$ cat config.mk
export PLATFORM = sky130hd
export DESIGN_NAME = asu_core
export DESIGN_NICKNAME = d
export VERILOG_FILES = /design/src/rtl/asu_pkg.sv /design/src/rtl/asu_ctrl.sv /design/src/rtl/asu_datapath.sv /design/src/rtl/asu_core.sv
export SDC_FILE = /design/constraint.sdc
export NUM_CORES = 1
export LEC_CHECK = 0
export BUFFER_PORTS_ARGS = -buffer_cell sky130_fd_sc_hd__buf_4
export CORE_MARGIN = 1
export CORE_UTILIZATION = 53
export DETAILED_ROUTE_END_ITERATION = 10
export PLACE_DENSITY = 0.9
export SYNTH_ARGS = -nofsm -noshare
export SYNTH_HDL_FRONTEND = slang
export SYNTH_SLANG_ARGS = --single-unit
$ cat constraint.sdc
create_clock -name vclk -period 19.4
set_clock_uncertainty 0.15 [all_clocks]
set_input_delay 4.85 -clock vclk [all_inputs]
set_output_delay 4.85 -clock vclk [all_outputs]
set_load 0.1 [all_outputs]
$ cat src/rtl/asu_pkg.sv
package asu_pkg;
  typedef struct packed {
    logic invertB;   // complement second operand
    logic carryIn;   // inject +1 at bit 0
    logic selImm;    // take immediate as second operand
    logic zeroFill;  // widen immediate with zeros
    logic flagEn;    // allow overflow flag
  } asuCtrl_t;
endpackage

$ cat src/rtl/asu_ctrl.sv
module asu_ctrl
  import asu_pkg::*;
(
  input  logic     useImm,
  input  logic     zeroExtImm,
  input  logic     subtract,
  input  logic     signedMode,
  output asuCtrl_t ctrl
);
  always_comb begin
    ctrl.invertB  = subtract;
    ctrl.carryIn  = subtract;
    ctrl.selImm   = useImm;
    ctrl.zeroFill = zeroExtImm;
    ctrl.flagEn   = signedMode;
  end
endmodule

$ cat src/rtl/asu_datapath.sv
module asu_datapath
  import asu_pkg::*;
#(
  parameter int WIDTH     = 32,
  parameter int IMM_WIDTH = 16
) (
  input  logic [WIDTH-1:0]     opA,
  input  logic [WIDTH-1:0]     opB,
  input  logic [IMM_WIDTH-1:0] imm,
  input  asuCtrl_t             ctrl,
  output logic [WIDTH-1:0]     result,
  output logic                 carryOut,
  output logic                 overflow,
  output logic [WIDTH-1:0]     immWide,
  output logic                 ltSigned,
  output logic                 ltUnsigned
);
  localparam int EXT = WIDTH - IMM_WIDTH;
  localparam int MSB = WIDTH - 1;

  logic [WIDTH-1:0] operand;
  logic [WIDTH-1:0] addend;
  logic [WIDTH:0]   total;
  logic [WIDTH:0]   diff;
  logic             cmpOvf;

  generate
    if (EXT > 0) begin : g_widen
      always_comb begin
        if (ctrl.zeroFill) immWide = {{EXT{1'b0}}, imm};
        else               immWide = {{EXT{imm[IMM_WIDTH-1]}}, imm};
      end
    end else begin : g_same
      always_comb immWide = imm[WIDTH-1:0];
    end
  endgenerate

  always_comb begin
    operand  = ctrl.selImm ? immWide : opB;
    addend   = ctrl.invertB ? ~operand : operand;
    total    = {1'b0, opA} + {1'b0, addend} + {{WIDTH{1'b0}}, ctrl.carryIn};
    result   = total[MSB:0];
    carryOut = total[WIDTH];
    overflow = ctrl.flagEn & (opA[MSB] == addend[MSB]) & (total[MSB] != opA[MSB]);
  end

  // dedicated comparison subtractor, independent of the operation select
  always_comb begin
    diff       = {1'b0, opA} + {1'b0, ~operand} + {{WIDTH{1'b0}}, 1'b1};
    cmpOvf     = (opA[MSB] != operand[MSB]) & (diff[MSB] != opA[MSB]);
    ltSigned   = diff[MSB] ^ cmpOvf;
    ltUnsigned = ~diff[WIDTH];
  end
endmodule

$ cat src/rtl/asu_core.sv
module asu_core
  import asu_pkg::*;
#(
  parameter int WIDTH     = 32,
  parameter int IMM_WIDTH = 16
) (
  input  logic [WIDTH-1:0]     opA,
  input  logic [WIDTH-1:0]     opB,
  input  logic [IMM_WIDTH-1:0] imm,
  input  logic                 useImm,
  input  logic                 zeroExtImm,
  input  logic                 subtract,
  input  logic                 signedMode,
  output logic [WIDTH-1:0]     result,
  output logic                 carryOut,
  output logic                 overflow,
  output logic [WIDTH-1:0]     immWide,
  output logic                 ltSigned,
  output logic                 ltUnsigned
);
  asuCtrl_t ctrl;

  asu_ctrl u_ctrl (
    .useImm(useImm), .zeroExtImm(zeroExtImm), .subtract(subtract),
    .signedMode(signedMode), .ctrl(ctrl)
  );

  asu_datapath #(.WIDTH(WIDTH), .IMM_WIDTH(IMM_WIDTH)) u_dp (
    .opA(opA), .opB(opB), .imm(imm), .ctrl(ctrl),
    .result(result), .carryOut(carryOut), .overflow(overflow),
    .immWide(immWide), .ltSigned(ltSigned), .ltUnsigned(ltUnsigned)
  );
endmodule

==> results.py <==
metrics = {
    "synth": {
        "yosysTopAreaCell": "ha_1",
        "synth_warnings": 0,
        "avgSynthCellArea_um2": 7.53,
        "synth_area_um2": 3130,
        "syn-num-nets": 563,
        "yosys.cell_types.count": 42,
        "yosysSeqAreaShare_pct": 0,
        "yosysTopAreaCellShare_pct": 24.8,
        "synth.area.top_cells": "ha_1 (25%), xnor2_1 (13%), a21oi_1 (8.5%), buf_4 (7.4%), mux2i_1 (5.8%)",
        "synthCells": 415,
    },
    "timing": {
        "setup_viol": 0,
        "rsz0062_at_grt": "no",
        "whs_ns": 9.89,
        "worst_slew_pin_slew_ns": 0.932,
        "final-hold-violation-count": 0,
        "period_share_pct": 72.5,
        "slew_viol_final": 0,
        "setup_ws_ns": 5.34,
        "tns_ns": 0,
        "slew-limit-headroom_pct": 37.7,
        "fin_crit_ns": 14.06,
        "fmax_ghz": 0.0711,
    },
    "worst_setup_path": {
        "crit_family": "simple AND/OR/NAND/NOR gates",
        "cp_slowest_stage_delay_ns": 0.73,
        "critPathKind": "in2out",
        "critPathSlowestCell": "nor2b_1",
        "arrival_ns": 9.06,
        "critPathBufInv": 2,
        "crit_fanout": 17,
        "cp-end-kind": "primary output",
        "path_cells": "buf_4, nor2b_1, and2_1, a21oi_1, xnor2_1, ha_1, a211oi_1, o21ai_0, o221ai_1, a21oi_1, nand2_1, a22oi_1, mux2i_1, buf_4",
        "start_kind": "input port",
        "required_ns": 14.40,
    },
    "finish": {
        "post-route-util_pct": 72.8,
        "nFlopsAndLatches": 0,
        "drive_above_1_share_pct": 29.7,
        "multi_input_area_um2": 2800,
        "fin_area_um2": 4080,
        "final_nets": 676,
        "seq_area_um2": 0,
        "num-clock-buffers": 0,
        "fillers": 467,
        "diodes": 0,
        "area_growth_pct": 30.5,
    },
    "placement": {
        "io_buffers": 152,
        "post-place-ws_ns": 5.43,
        "hpwlAfterDp_mm": 7.82,
        "gp_congestion": 0.959,
        "place_area_um2": 4080,
    },
    "cts": {
        "cts_setup_buffers": 0,
        "cts_resized": 0,
        "ctsHoldBuffers": 0,
    },
    "floorplanning": {
        "start_util_pct": 55.8,
        "die_y_um": 78.8,
        "fp-row-count": 27,
        "io_pins": 152,
        "die_x_um": 78.8,
        "core_um2": 5610,
        "die_area_um2": 6210,
    },
    "job": {
        "max_cap_viol_count": 0,
    },
    "route": {
        "wl_per_cell_um": 15.3,
        "drt_iter0_markers": 199,
        "drt_drc_violations_left": 0,
        "firstDrtPassIters": 4,
        "drt-total-wl_mm": 9.14,
        "vias": 3500,
        "ant_nets": 0,
        "vias_per_cell": 5.85,
    },
    "run_status": {
        "status": "finished, final reports clean",
    },
    "power_and_ir_drop": {
        "power.density_nw_per_um2": 105,
        "p_leak_nw": 2.08,
        "vdd.ir_drop.worst_mv": 0.120,
    },
    "grt": {
        "globalRouteOverflowTotal": 0,
        "grt_max_degree": 34,
        "grt_pass1_vias": 3369,
        "antenna_found_initial": 0,
        "grt_use_total_pct": 28.4,
        "grt_pass1_wl_mm": 14.7,
    },
    "worst_hold_path": {
        "min_path_type": "in2out",
    },
}
## cell type report
cell class                      count  area share, %
Tap cell                           72           2.21
Multi-Input combinational cell    360           68.5
Inverter                           14           1.29
Timing Repair Buffer              152           28.0
## cell families after synthesis
family | after synthesis | synth area share, %
adders and majority gates | 64 | 26.1
buffers and inverters | 55 | 10.6
AOI/OAI and AO/OA | 139 | 27.7
muxes | 19 | 6.48
and+or+nand+nor | 76 | 11.8
xor gates and xnor gates | 62 | 17.4
## power by group
part	total, mW	leakage, nW	switching, mW	internal (mW)
clock network	0	0	0	0
logic	0.428	2.08	0.321	0.107
registers	0	0	0	0
## through the flow
step                instances  power (mW)
global route              598       0.447
floorplan                 415       0.344
detailed placement        598       0.425
finish                    598       0.428
CTS                       598       0.426
global placement          598       0.421
## cell usage after synthesis (3+ instances only)
master,number
ha_1,62
a21oi_1,53
xnor2_1,46
buf_4,31
nand2_1,26
o21ai_0,24
a21o_1,21
mux2i_1,18
xor2_1,16
inv_1,14
nor2_1,11
nand3_1,9
nand4_1,8
nor3_1,7
a211oi_1,6
clkbuf_1,6
o21bai_1,6
o211ai_1,5
o21a_1,5
nor2b_1,4
a31oi_1,3
and2_1,3
buf_1,3
o31ai_1,3
## routing by layer
metal / GRT usage (%) / wire length (um) / up-vias
met3: 1.49 / 624 / 14
met4: 5.64 / 131 / 0
met5: 0 / 0 / -
li1: - / - / 1725
met1: 34.3 / 3660 / 1578
met2: 55.0 / 4730 / 183
## worst paths after layout
path	from	end	slack [ns]	cells after the start
worst min-delay path	imm[11]	immWide[11]	9.89	2
worst max-delay path	imm[15]	overflow	5.34	14
## cells in the final DEF, fill, tap and decap left out, types with 6 or more instances in the layout
master | netlist | routed
a211oi_1 | 6 | 6
mux2i_1 | 18 | 18
a21oi_1 | 53 | 53
o21bai_1 | 6 | 6
o21ai_0 | 24 | 24
ha_1 | 62 | 62
nand2_1 | 26 | 26
buf_4 | 31 | 152
nand4_1 | 8 | 8
xnor2_1 | 46 | 46
nor3_1 | 7 | 7
nand3_1 | 9 | 9
inv_1 | 14 | 14
a21o_1 | 21 | 21
xor2_1 | 16 | 16
nor2_1 | 11 | 11
(Power assumes the default switching activity.)
